<file path="config.mk">
export PLATFORM = sky130hd
export DESIGN_NAME = vl_csr_rewriter
export DESIGN_NICKNAME = d
export VERILOG_FILES = /design/src/rtl/vlmv_pkg.sv /design/src/rtl/vl_alias_reg.sv /design/src/rtl/vl_read_detect.sv /design/src/rtl/vl_out_stage.sv /design/src/rtl/vl_csr_rewriter.sv
export SDC_FILE = /design/constraint.sdc
export NUM_CORES = 1
export LEC_CHECK = 0
export BUFFER_PORTS_ARGS = -buffer_cell sky130_fd_sc_hd__buf_4
export CORE_MARGIN = 3
export CORE_UTILIZATION = 42
export CTS_CLUSTER_SIZE = 25
export DETAILED_ROUTE_END_ITERATION = 8
export HOLD_SLACK_MARGIN = 0.15
export PLACE_DENSITY = 0.78
export SYNTH_ARGS = -nofsm -noshare
export SYNTH_HDL_FRONTEND = slang
export SYNTH_SLANG_ARGS = --single-unit
</file>
<file path="constraint.sdc">
create_clock -name clk -period 1.22 [get_ports clk]
set_input_delay 0.122 -clock clk [delete_from_list [all_inputs] [get_ports clk]]
set_output_delay 0.122 -clock clk [all_outputs]
set_load 0.02 [all_outputs]
</file>
<file path="src/rtl/vlmv_pkg.sv">
package vlmv_pkg;

    localparam int INSTR_W = 32;
    localparam int REG_IDX_W = 5;
    localparam int CSR_ADDR_W = 12;

    localparam logic [6:0] OPC_SYSTEM = 7'b1110011;
    localparam logic [6:0] OPC_OPIMM = 7'b0010011;
    localparam logic [2:0] F3_CSR_SET = 3'b010;
    localparam logic [2:0] F3_ADD_IMM = 3'b000;

    // I-type layout shared by CSR reads and ADDI
    typedef struct packed {
        logic [CSR_ADDR_W-1:0] imm;
        logic [REG_IDX_W-1:0] src;
        logic [2:0] f3;
        logic [REG_IDX_W-1:0] dst;
        logic [6:0] opc;
    } itype_word_t;

    typedef struct packed {
        logic valid;
        itype_word_t word;
    } slot_t;

    function automatic logic is_len_read(input itype_word_t w,
                                         input logic [CSR_ADDR_W-1:0] addr);
        return (w.opc == OPC_SYSTEM) && (w.f3 == F3_CSR_SET) &&
               (w.src == '0) && (w.imm == addr);
    endfunction

    function automatic itype_word_t make_move(input logic [REG_IDX_W-1:0] dst,
                                              input logic [REG_IDX_W-1:0] src);
        itype_word_t m;
        m.imm = '0;
        m.src = src;
        m.f3 = F3_ADD_IMM;
        m.dst = dst;
        m.opc = OPC_OPIMM;
        return m;
    endfunction

endpackage

</file>
<file path="src/rtl/vl_alias_reg.sv">
module vl_alias_reg
    import vlmv_pkg::*;
(
    input  logic                 clk,
    input  logic                 rst,
    input  logic                 we,
    input  logic [REG_IDX_W-1:0] wr_idx,
    output logic [REG_IDX_W-1:0] idx_q,
    output logic                 alias_on
);
    always_ff @(posedge clk) begin
        if (rst) begin
            idx_q <= '0;
        end else if (we) begin
            idx_q <= wr_idx;
        end
    end

    assign alias_on = (idx_q != '0);
endmodule

</file>
<file path="src/rtl/vl_read_detect.sv">
module vl_read_detect
    import vlmv_pkg::*;
#(
    parameter logic [CSR_ADDR_W-1:0] VL_CSR_ADDR = 12'hC20
) (
    input  itype_word_t word,
    output logic        hit
);
    assign hit = is_len_read(word, VL_CSR_ADDR);
endmodule

</file>
<file path="src/rtl/vl_out_stage.sv">
module vl_out_stage
    import vlmv_pkg::*;
(
    input  logic  clk,
    input  logic  rst,
    input  slot_t d,
    output slot_t q
);
    always_ff @(posedge clk) begin
        if (rst) begin
            q.valid <= 1'b0;
            q.word <= '0;
        end else begin
            q <= d;
        end
    end
endmodule

</file>
<file path="src/rtl/vl_csr_rewriter.sv">
module vl_csr_rewriter
    import vlmv_pkg::*;
#(
    parameter logic [CSR_ADDR_W-1:0] VL_CSR_ADDR = 12'hC20
) (
    input  logic                 clk,
    input  logic                 rst,
    input  logic                 in_valid,
    input  logic [INSTR_W-1:0]   in_instr,
    input  logic                 alias_we,
    input  logic [REG_IDX_W-1:0] alias_idx,
    output logic                 out_valid,
    output logic [INSTR_W-1:0]   out_instr
);
    logic [REG_IDX_W-1:0] alias_q;
    logic                 alias_on;
    logic                 read_hit;
    itype_word_t          in_word;
    slot_t                nxt;
    slot_t                cur;

    assign in_word = itype_word_t'(in_instr);

    vl_alias_reg u_alias (
        .clk      (clk),
        .rst      (rst),
        .we       (alias_we),
        .wr_idx   (alias_idx),
        .idx_q    (alias_q),
        .alias_on (alias_on)
    );

    vl_read_detect #(.VL_CSR_ADDR(VL_CSR_ADDR)) u_detect (
        .word (in_word),
        .hit  (read_hit)
    );

    // The alias value used here is the registered one, so a same-cycle write
    // only affects later instructions.
    always_comb begin
        nxt.valid = in_valid;
        if (alias_on && read_hit) begin
            nxt.word = make_move(in_word.dst, alias_q);
        end else begin
            nxt.word = in_word;
        end
    end

    vl_out_stage u_out (
        .clk (clk),
        .rst (rst),
        .d   (nxt),
        .q   (cur)
    );

    assign out_valid = cur.valid;
    assign out_instr = cur.word;
endmodule

</file>
Yosys cells after proc, flatten, opt, wreduce, memory -nomap -nowiden
Cells that the tools add are included.
W data, S select, Z words.
- reductions and logical operators: 7
- muxes and demuxes: 1
- eq/ne operators: 3
- operator list (kind ; number):
    $mux W20 ; 1
    $eq A12 B12 Y1 const B ; 1
    $eq A7 B7 Y1 const B ; 1
    $logic_not A5 Y1 ; 1
    $reduce_bool A5 Y1 ; 1
    $logic_and A1 B1 Y1 ; 4
    $eq A3 B2 Y1 const B ; 1
    $reduce_or A2 Y1 ; 1
- register bits: 38
- logic and storage cells: 19
- output and inout bits: 33
- input bits: 41

Logic depth before layout (Yosys ltp)
Gate-level depths: netlist (run 1).
- depth in word-level cells: 6
- gate-level depth with buffers: 4
- mapped depth without buffers: 3

Hierarchy
A second synthesis (run 1) with hierarchy kept.
- cells, all modules: 128
- area total of the unflattened synthesis: 1455.1 um^2
- modules (own cells, without submodules) (module ; instances ; area an instance (um^2) ; cells each ; seq. area each (um^2)):
    vl_out_stage ; 1 ; 889.6 ; 69 ; 660.6
    vl_csr_rewriter ; 1 ; 274.0 ; 30 ; 0.0
    vl_alias_reg ; 1 ; 192.7 ; 19 ; 100.1
    vl_read_detect ; 1 ; 98.8 ; 10 ; 0.0

Least setup slack after synthesis (run 1)
Ideal clock, no wire load.
- path type: in2reg
- start point: in in_instr[18]
- end point: reg u_out.q[13] (netlist bit)
- buffers on the path: 1
- library setup time: 134 ps
- data required time: 1086 ps
- cell stages on the path: 4
- arrival: 904 ps
- slack: 182 ps
- path through: nor4b_4 -> and4_2 -> clkbuf_1 -> a311oi_1
- word-level cells in the longest chain between the ends: 5
- ends and longest elaborated chain (element ; line ; source):
    start: declaration ; vl_csr_rewriter.sv:9 ; input logic [INSTR_W-1:0] in_instr,
    $logic_not A5 Y1 ; vlmv_pkg.sv:29 ; (w.src == '0) && (w.imm == addr);
    $logic_and A1 B1 Y1 ; vlmv_pkg.sv:28 ; return (w.opc == OPC_SYSTEM) && (w.f3 == F3_CSR_SET) &&
    $logic_and A1 B1 Y1 ; vlmv_pkg.sv:29 ;
    $logic_and A1 B1 Y1 ; vl_csr_rewriter.sv:42 ; if (alias_on && read_hit) begin
    $reduce_or A2 Y1 (no line) ; -- ;
    end: declaration ; vl_out_stage.sv:7 ; output slot_t q
No other way between the ends.
A chain may end at the register's enable or synchronous reset.

Worst setup path after layout (run 1)
- start point: reg u_alias.idx_q[0]
- end point: reg u_out.q[16] (netlist bit)
- word-level cells in the longest chain between the ends: 3
- ends and longest elaborated chain (element ; line ; source):
    start: declaration ; vl_alias_reg.sv:8 ; output logic [REG_IDX_W-1:0] idx_q,
    start signal: assignment ; vl_alias_reg.sv:15 ; idx_q <= wr_idx;
    $reduce_bool A5 Y1 ; vl_alias_reg.sv:19 ; assign alias_on = (idx_q != '0);
    $logic_and A1 B1 Y1 ; vl_csr_rewriter.sv:42 ;
    $mux W20 ; vl_csr_rewriter.sv:42 ;
No other way between the ends.

==> out/results.txt, run 1 <==
chip width = 61.9 µm
type of the worst min-delay path = input pin to register
Mapped Cells = 119
# setup viols final = 1
Worst slew margin = 70.8%
core area = 2880 µm²
peak supply drop = 0.000670 V
CP Depth = 3
Post-Synthesis Net Count = 160
Worst setup SP type = register
final period utilization = 104%
Cell Area, Synth = 1310 µm²
slowest stage delay, CP = 0.48 ns
drt pass-1 iters = 6
final worst slack = -0.0539 ns
Net Sw Power = 0.636 mW
post-synth cell types = 22
met1 usage = 25.3%
# nets final = 273
Post-CTS Setup Bufs = 0
Synth Warn # = 0
Post-Place Worst Slack = -0.193 ns
Worst Setup End Kind = register
internal power = 1.88 mW
crit path max fanout = 3
share of layout cells above drive strength 1 = 38.2%
initial DRC count = 21
clk_lat worst skew = 0.34 ns
Pleak = 1.10 nW
Critical Path RT = 1.42 ns
Die Area = 3830 µm²
syn avg cell area = 11.0 µm²
vias in the first global route = 1231
number of hold violations in the final report = 0
Cells after DPL = 228
drt wl/cell = 13.9 µm
Clock Path Buffers = 2
CP bufs+invs = 0
PD cells = 1070 nW/µm²
Comb pwr share = 20.3%
# DRC = 0
M3 GR Usage = 6.82%
H-tree depth = 2
RD Place Congestion = 0.890
synthesis-to-finish area growth = 79.8%
antenna violations before repair = 0
Die Y-Extent = 61.9 µm
clk sink count = 38
post-layout util = 82.0%
pins over their slew limit = 0
Slew @ Worst Pin = 0.432 ns
Worst Hold Slack = 0.161 ns
worst-case reg-to-reg path depth = 3
placed wire-length estimate = 2340 µm
critical path class = register to register
Initial Util = 45.6%
Peak Freq = 785 MHz
switching share of power = 25.3%
FF/Latch Area = 762 µm²
TritonCTS Buffers = 5
Finished Layout Cells = 275
MaxCap Viol Count = 0
failing checks = setup timing
worst clock skew = 0.00648 ns
most common cell after layout, fill and taps aside = buf_4
most frequent cells in the layout = 74 x buf_4, 39 x dlygate4sd3_1, 37 x dfxtp_1, 22 x nor2b_1, 9 x inv_1
Seq cells post-synth = 38
Antenna Nets Post-Route = 0
CTS tree = built
total wire length = 3810 µm
critical-path cell with the highest stage delay = o41ai_1
Fillers = 177
hold path depth = 4
Ports = 74
grt total ovfl = 0
Worst EP arrival = 1.48 ns
CP Cell Sequence = nor3_2 -> and2_1 -> o41ai_1
Tot Pwr = 2.52 mW
GR peak layer = met2
diode count = 0
vias = 1273
Clk pwr share = 26.6%
post-layout minimum cycle time = 1.27 ns
Global Route Usage Sum = 21.1%
area occupied by multi-input gates = 505 µm²
Avg Vias per Cell = 4.63
met2 Usage GRT = 35.3%
status = complete, but fails checks
row count = 19
first-pass GRT wire length = 5770 µm
Seq/Total Area, Yosys = 58.0%
largest net degree at the start of global routing = 44
family with the most delay on the worst path = compound AO/OA/AOI/OAI gates
PortBufs = 73
sequential share of power = 53.1%
CTS Root Cell = clkbuf_4
clock-pin slew on the worst setup and hold paths = 0.11 ns
## cells in the mapped netlist
| cell | instances | share of area, % |
|---|---|---|
| nor2_1 | 6 | 1.7 |
| clkbuf_1 | 7 | 2.0 |
| o41ai_1 | 5 | 3.3 |
| nand2b_1 | 6 | 2.9 |
| nand4_2 | 1 | 0.95 |
| a311oi_1 | 6 | 4.0 |
| or2b_1 | 1 | 0.57 |
| and4_2 | 1 | 0.76 |
| dfxtp_1 | 38 | 58 |
| inv_1 | 9 | 2.6 |
| mux2i_1 | 5 | 3.8 |
| nor4bb_1 | 1 | 0.76 |
| and3_1 | 1 | 0.48 |
| nand3_1 | 1 | 0.38 |
| nand2_1 | 1 | 0.29 |
| and4bb_1 | 1 | 0.95 |
| and4b_1 | 1 | 0.76 |
| nor4_1 | 1 | 0.48 |
| nor2b_1 | 22 | 10 |
| nor3_1 | 2 | 0.76 |
| nor4b_4 | 2 | 3.6 |
| and2_1 | 1 | 0.48 |
## power by group through the flow
stage	clock network, mW	registers (mW)	logic, mW
global route	0.747	1.34	0.551
global placement	0	1.36	0.395
finish	0.670	1.34	0.512
floorplan	0	1.43	0.107
detailed placement	0	1.36	0.403
CTS	0.689	1.33	0.500
## cells by family after synthesis
logic type | Yosys count | share of synthesized area [%]
simple gates | 49 | 26.3
buf+inv | 16 | 4.58
mux | 5 | 3.81
flops | 38 | 58.0
compound gates | 11 | 7.34
## layer usage
layer | vias up | part of all wire [%]
met3 | 6 | 8.2
li1 | 626 | -
met1 | 577 | 41
met2 | 64 | 50
met5 | - | 0
met4 | 0 | 1.4
## final timing paths
path / endpoint / slack (ns) / from
worst min register to register: u_out.q[19] / 0.49 / u_alias.idx_q[4]
worst max register to register: u_out.q[16] / -0.05 / u_alias.idx_q[0]
worst max-delay path: u_out.q[16] / -0.05 / u_alias.idx_q[0]
worst min-delay path: u_out.q[19] / 0.16 / in_instr[14]
## layout make-up
| cell class | count | share of cell area, % |
|---|---|---|
| Tap cell | 42 | 2.23 |
| Multi-Input combinational cell | 65 | 21.4 |
| Clock buffer | 7 | 2.33 |
| Inverter | 9 | 1.43 |
| Sequential cell | 38 | 32.3 |
| Clock inverter | 1 | 0.212 |
| Timing Repair Buffer | 113 | 40.1 |
## flip-flops by register name (all words and copies together), names as in the netlist
name,count
u_out.q,33
u_alias.idx_q,5
## worst reg2reg max path: stages (launching register included)
cell and delay (ns):
dfxtp_1 0.39, nor3_2 0.08, and2_1 0.19, o41ai_1 0.48
## repair_timing
item / CTS / global route
hold endpoints to repair: 38 / 0
hold buffers: 39 / 0
gates resized for setup: 0 / 4
endpoints found under the setup margin: 0 / 7
## through the flow
step	instance area, µm²	TNS (ns)
2_1_floorplan	1310	0
3_3_place_gp	1890	-0.165
3_5_place_dp	1890	-0.496
4_1_cts	2340	0
5_1_grt	2360	-0.0725
6_report	2360	-0.0539
(Power assumes the default switching activity.)
==> run 2, diff against run 1 <==
--- a/config.mk
+++ b/config.mk
@@ -5,13 +5,15 @@
 export SDC_FILE = /design/constraint.sdc
 export NUM_CORES = 1
 export LEC_CHECK = 0
+export ABC_CLOCK_PERIOD_IN_PS = 1220
 export BUFFER_PORTS_ARGS = -buffer_cell sky130_fd_sc_hd__buf_4
 export CORE_MARGIN = 3
 export CORE_UTILIZATION = 42
+export CTS_BUF_LIST = sky130_fd_sc_hd__clkbuf_16
 export CTS_CLUSTER_SIZE = 25
 export DETAILED_ROUTE_END_ITERATION = 8
 export HOLD_SLACK_MARGIN = 0.15
-export PLACE_DENSITY = 0.78
+export PLACE_DENSITY_LB_ADDON = 0.05
 export SYNTH_ARGS = -nofsm -noshare
 export SYNTH_HDL_FRONTEND = slang
 export SYNTH_SLANG_ARGS = --single-unit
==> run 2 against run 1 <==
  * The flow now finishes without violations
  * Die area stayed put
  * Critical endpoint is now u_out.q[30]
  * Fmax up 20%
  * Register-to-register slack better by 0.21 ns
  * Largest power group unchanged
  * Wire length down 3.0%
  * Core utilization grew 1.4 points
  * Combinational power fell by 2%
  * Critical path depth stayed put
==> out/results.txt, run 2 (synthesized netlist as in run 1, its figures left out) <==
type of the worst min-delay path = input pin to register
chip width = 61.9 µm
most common cell after layout, fill and taps aside = buf_4
final period utilization = 87.3%
# nets final = 271
RSZ-0062 raised after global routing = false
Worst slew margin = 73.6%
CP bufs+invs = 0
clk sink count = 38
status = finished clean
number of hold violations in the final report = 0
Post-CTS Setup Bufs = 0
drt pass-1 iters = 4
CP Depth = 3
MaxCap Viol Count = 0
initial DRC count = 37
Die Y-Extent = 61.9 µm
reg2reg setup slack = 0.15 ns
Ports = 74
Slew @ Worst Pin = 0.396 ns
total wire length = 3700 µm
worst-case reg-to-reg path depth = 3
slowest stage delay, CP = 0.33 ns
share of layout cells above drive strength 1 = 37.8%
Clock Path Buffers = 2
# DRC = 0
biggest regs = u_out.q: 33 flops, u_alias.idx_q: 5 flops
crit path max fanout = 6
PD cells = 1250 nW/µm²
vias = 1264
drt wl/cell = 13.6 µm
critical path class = register to register
row count = 19
Die Area = 3830 µm²
RD Place Congestion = 0.854
Global Route Usage Sum = 20.1%
core area = 2880 µm²
antenna violations before repair = 0
Worst setup SP type = register
Pleak = 1.13 nW
first-pass GRT wire length = 5490 µm
hold path depth = 3
clk_lat worst skew = 0.27 ns
diode count = 0
CP Cell Sequence = nor3_2 -> nand2_2 -> a311oi_1
met1 usage = 20.7%
Avg Vias per Cell = 4.65
Peak Freq = 939 MHz
peak supply drop = 0.000942 V
Cells after DPL = 230
critical-path cell with the highest stage delay = dfxtp_1
GR peak layer = met2
placed wire-length estimate = 2320 µm
worst clock skew = 0.00320 ns
clock-pin slew on the worst setup and hold paths = 0.05 ns
CTS Root Cell = clkbuf_16
M3 GR Usage = 6.82%
post-layout util = 83.4%
PortBufs = 73
synthesis-to-finish area growth = 82.8%
Critical Path RT = 1.40 ns
family with the most delay on the worst path = simple AND/OR/NAND/NOR gates
met2 Usage GRT = 35.9%
TritonCTS Buffers = 5
final setup TNS = 0 ns
post-layout minimum cycle time = 1.07 ns
largest net degree at the start of global routing = 44
Worst EP arrival = 1.24 ns
pins over their slew limit = 0
Antenna Nets Post-Route = 0
grt total ovfl = 0
Initial Util = 45.6%
DP Area = 1910 µm²
Largest register FFs = 33
most frequent cells in the layout = 76 x buf_4, 38 x dfxtp_1, 35 x dlygate4sd3_1, 22 x nor2b_1, 11 x inv_1
Worst Hold Slack = 0.159 ns
CTS tree = built
Finished Layout Cells = 272
Top reg by flops = u_out.q
Worst Setup End Kind = register
fin area = 2400 µm²
# setup viols final = 0
H-tree depth = 2
vias in the first global route = 1272
==> run 2: area by class of cell <==
cell class                      instances  area, µm²
Inverter                                9       33.8
Clock buffer                            5        125
Timing Repair Buffer                  111        921
Multi-Input combinational cell         65        499
Fill cell                             172        477
Sequential cell                        38        761
Tap cell                               42       52.6
Clock inverter                          2       7.51
==> run 2: worst paths after layout <==
kind,to,from
worst min register to register,u_out.q[18],u_alias.idx_q[3]
worst min-delay path,u_alias.idx_q[4],alias_we
worst max-delay path,u_out.q[30],u_alias.idx_q[0]
worst max register to register,u_out.q[30],u_alias.idx_q[0]
==> run 2: stage by stage <==
stage	worst slack, ns	total power, mW
floorplan	0.182	1.54
global placement	-0.0526	1.76
detailed placement	-0.197	1.77
CTS	0.0848	3.01
global route	0.00913	3.13
finish	0.155	2.99
==> run 2: routing by layer <==
metal	share of wire, %	vias up
met2	52	54
met5	0	-
met4	1.9	0
li1	-	626
met3	7.1	6
met1	39	578
==> run 2: where the power goes <==
part           internal [mW]  switching [mW]  leakage (nW)
clock network          0.728           0.427        0.0723
registers               1.31          0.0248         0.316
logic                  0.289           0.213         0.738
total                   2.33           0.665          1.13
==> run 2: worst reg2reg max path: stages (launching register included) <==
cell	delay, ns
dfxtp_1	0.33
nor3_2	0.23
nand2_2	0.13
a311oi_1	0.28
==> run 2: what timing repair did <==
item | CTS | global route
hold buffers | 35 | 0
setup endpoints to repair | 0 | 6
endpoints found under the hold margin | 35 | 0
resized for setup | 0 | 2
==> run 3, diff against run 2 <==
--- a/config.mk
+++ b/config.mk
@@ -12,7 +12,7 @@
 export CTS_BUF_LIST = sky130_fd_sc_hd__clkbuf_16
 export CTS_CLUSTER_SIZE = 25
 export DETAILED_ROUTE_END_ITERATION = 8
-export HOLD_SLACK_MARGIN = 0.15
+export HOLD_SLACK_MARGIN = 0.12
 export PLACE_DENSITY_LB_ADDON = 0.05
 export SYNTH_ARGS = -nofsm -noshare
 export SYNTH_HDL_FRONTEND = slang
==> constraint.sdc (replaced) <==
create_clock -name clk -period 1.22 [get_ports clk]
set_input_delay 0.061 -clock clk [delete_from_list [all_inputs] [get_ports clk]]
set_output_delay 0.061 -clock clk [all_outputs]
set_load 0.02 [all_outputs]
==> run 3 against run 2 <==
  * Wire length is 4.8% higher
  * Sequential share of layout area is 0.50 points lower
  * Largest power group unchanged
  * Worst setup slack worse by 0.047 ns
  * Critical path type unchanged
  * Largest cell class unchanged
  * Clock-buffer cell count stayed put
  * Fmax is 4.3% lower
  * Core utilization is 1.3 points higher
  * Clock power hardly changed
==> out/results.txt, run 3 (synthesized netlist as in run 1, its figures left out) <==
status = finished clean
placed wire-length estimate = 2290 µm
Antenna Nets Post-Route = 0
Comb pwr share = 17.2%
row count = 19
type of the worst min-delay path = input pin to register
vias in the first global route = 1340
TritonCTS Buffers = 5
Post-Place Worst Slack = -0.139 ns
sequential share of power = 44.6%
largest net degree at the start of global routing = 44
final worst slack = 0.107 ns
total wire length = 3880 µm
# DRC = 0
Post-CTS Setup Bufs = 0
drt wl/cell = 14.2 µm
initial DRC count = 37
first-pass GRT wire length = 5650 µm
MaxCap Viol Count = 0
RSZ-0062 raised after global routing = false
CP Cell Sequence = nor3_2 -> and2_1 -> o41ai_2
Clock Path Buffers = 2
Worst setup SP type = register
pins over their slew limit = 0
critical path class = register to register
Die Y-Extent = 61.9 µm
post-layout minimum cycle time = 1.11 ns
H-tree depth = 2
Peak Freq = 899 MHz
Worst Hold Slack = 0.174 ns
peak supply drop = 0.000955 V
PortBufs = 73
Worst EP arrival = 1.27 ns
Critical Path Source = u_alias.idx_q[0]
area occupied by multi-input gates = 519 µm²
Top reg by flops = u_out.q
slowest stage delay, CP = 0.37 ns
clk_lat worst skew = 0.27 ns
worst clock skew = 0.000917 ns
crit path max fanout = 3
Global Route Usage Sum = 20.9%
Avg Vias per Cell = 4.71
critical-path cell with the highest stage delay = dfxtp_1
Die Area = 3830 µm²
Worst slew margin = 73.1%
Net Sw Power = 0.666 mW
grt total ovfl = 0
clock-pin slew on the worst setup and hold paths = 0.05 ns
RD Place Congestion = 0.846
Pleak = 1.13 nW
FF-to-FF Start = u_alias.idx_q[0]
number of hold violations in the final report = 0
PD cells = 1230 nW/µm²
drt pass-1 iters = 4
diode count = 0
Clk pwr share = 38.2%
# setup viols final = 0
most common cell after layout, fill and taps aside = buf_4
CTS Root Cell = clkbuf_16
# nets final = 273
core area = 2880 µm²
Critical Path RT = 1.38 ns
antenna violations before repair = 0
final period utilization = 91.2%
vias = 1286
FF/Latch Area = 761 µm²
DP Area = 1900 µm²
fin area = 2440 µm²
Hold Startpoint = in_instr[18]
chip width = 61.9 µm
Largest register FFs = 33
Slew @ Worst Pin = 0.404 ns
CP bufs+invs = 0
biggest regs = u_out.q: 33 flops, u_alias.idx_q: 5 flops
Worst Setup End Kind = register
most frequent cells in the layout = 75 x buf_4, 38 x dlygate4sd3_1, 38 x dfxtp_1, 22 x nor2b_1, 9 x inv_1
Ports = 74
CTS tree = built
Initial Util = 45.6%
internal power = 2.33 mW
family with the most delay on the worst path = flip-flops
Fillers = 155
clk sink count = 38
switching share of power = 22.2%
share of layout cells above drive strength 1 = 38.5%
synthesis-to-finish area growth = 85.8%
==> run 3: cell types whose count changed in the layout (fill, tap and decap cells not counted), sizes merged <==
| cell | previous run | this run |
|---|---|---|
| buf | 76 | 75 |
| inv | 11 | 9 |
| dlygate4sd3 | 35 | 38 |
| clkinv | 0 | 1 |
==> run 3: worst min-delay path, stage by stage <==
cell and delay [ns]:
buf_4 0.12, or2b_1 0.15, o41ai_1 0.06
==> run 3: timing repair <==
item / in CTS / in global routing
setup endpoints to repair: 0 / 7
resized for setup: 0 / 5
hold buffers: 38 / 0
endpoints found under the hold margin: 37 / 0
==> run 3: area by class of cell <==
type                       instances  area share [%]
clock buffer                       5            5.13
clock inverter                     1           0.154
inverter                           9            1.39
multi-input combinational         65            21.3
sequential                        38            31.2
tap                               42            2.15
timing repair buffer             113            38.7
==> run 3: power by group through the flow <==
stage                     Sequential (mW)  Clock [mW]  Combinational (mW)
final                                1.34        1.14               0.516
after global routing                 1.34        1.23               0.553
after CTS                            1.33        1.17               0.498
after detailed placement             1.36           0               0.403
after global placement               1.36           0               0.397
after floorplan                      1.43           0               0.107
==> run 3: worst paths after layout <==
path,to,slack [ns],depth (start not counted)
max,u_out.q[17],0.11,3
min,u_out.q[18],0.17,3
max reg2reg,u_out.q[17],0.11,3
min reg2reg,u_out.q[18],0.49,2
==> run 3: per-stage QoR <==
step / utilization, % / total power, mW / instances / TNS, ns
5_1_grt: 84.8 / 3.12 / 273 / 0
6_report: 84.8 / 3.00 / 273 / 0
4_1_cts: 83.8 / 3.00 / 273 / 0
2_1_floorplan: - / 1.54 / 119 / 0
3_5_place_dp: 66.1 / 1.76 / 229 / -0.299
3_3_place_gp: 66.1 / 1.76 / 229 / 0
==> run 3: routing by layer <==
layer	GRT usage (%)	part of all wire [%]	up-vias	routed length [µm]
met4	10.3	3.1	0	120
li1	-	-	629	-
met3	5.58	6.9	12	269
met5	0	0	-	0
met1	21.2	37	587	1430
met2	39.2	53	58	2060
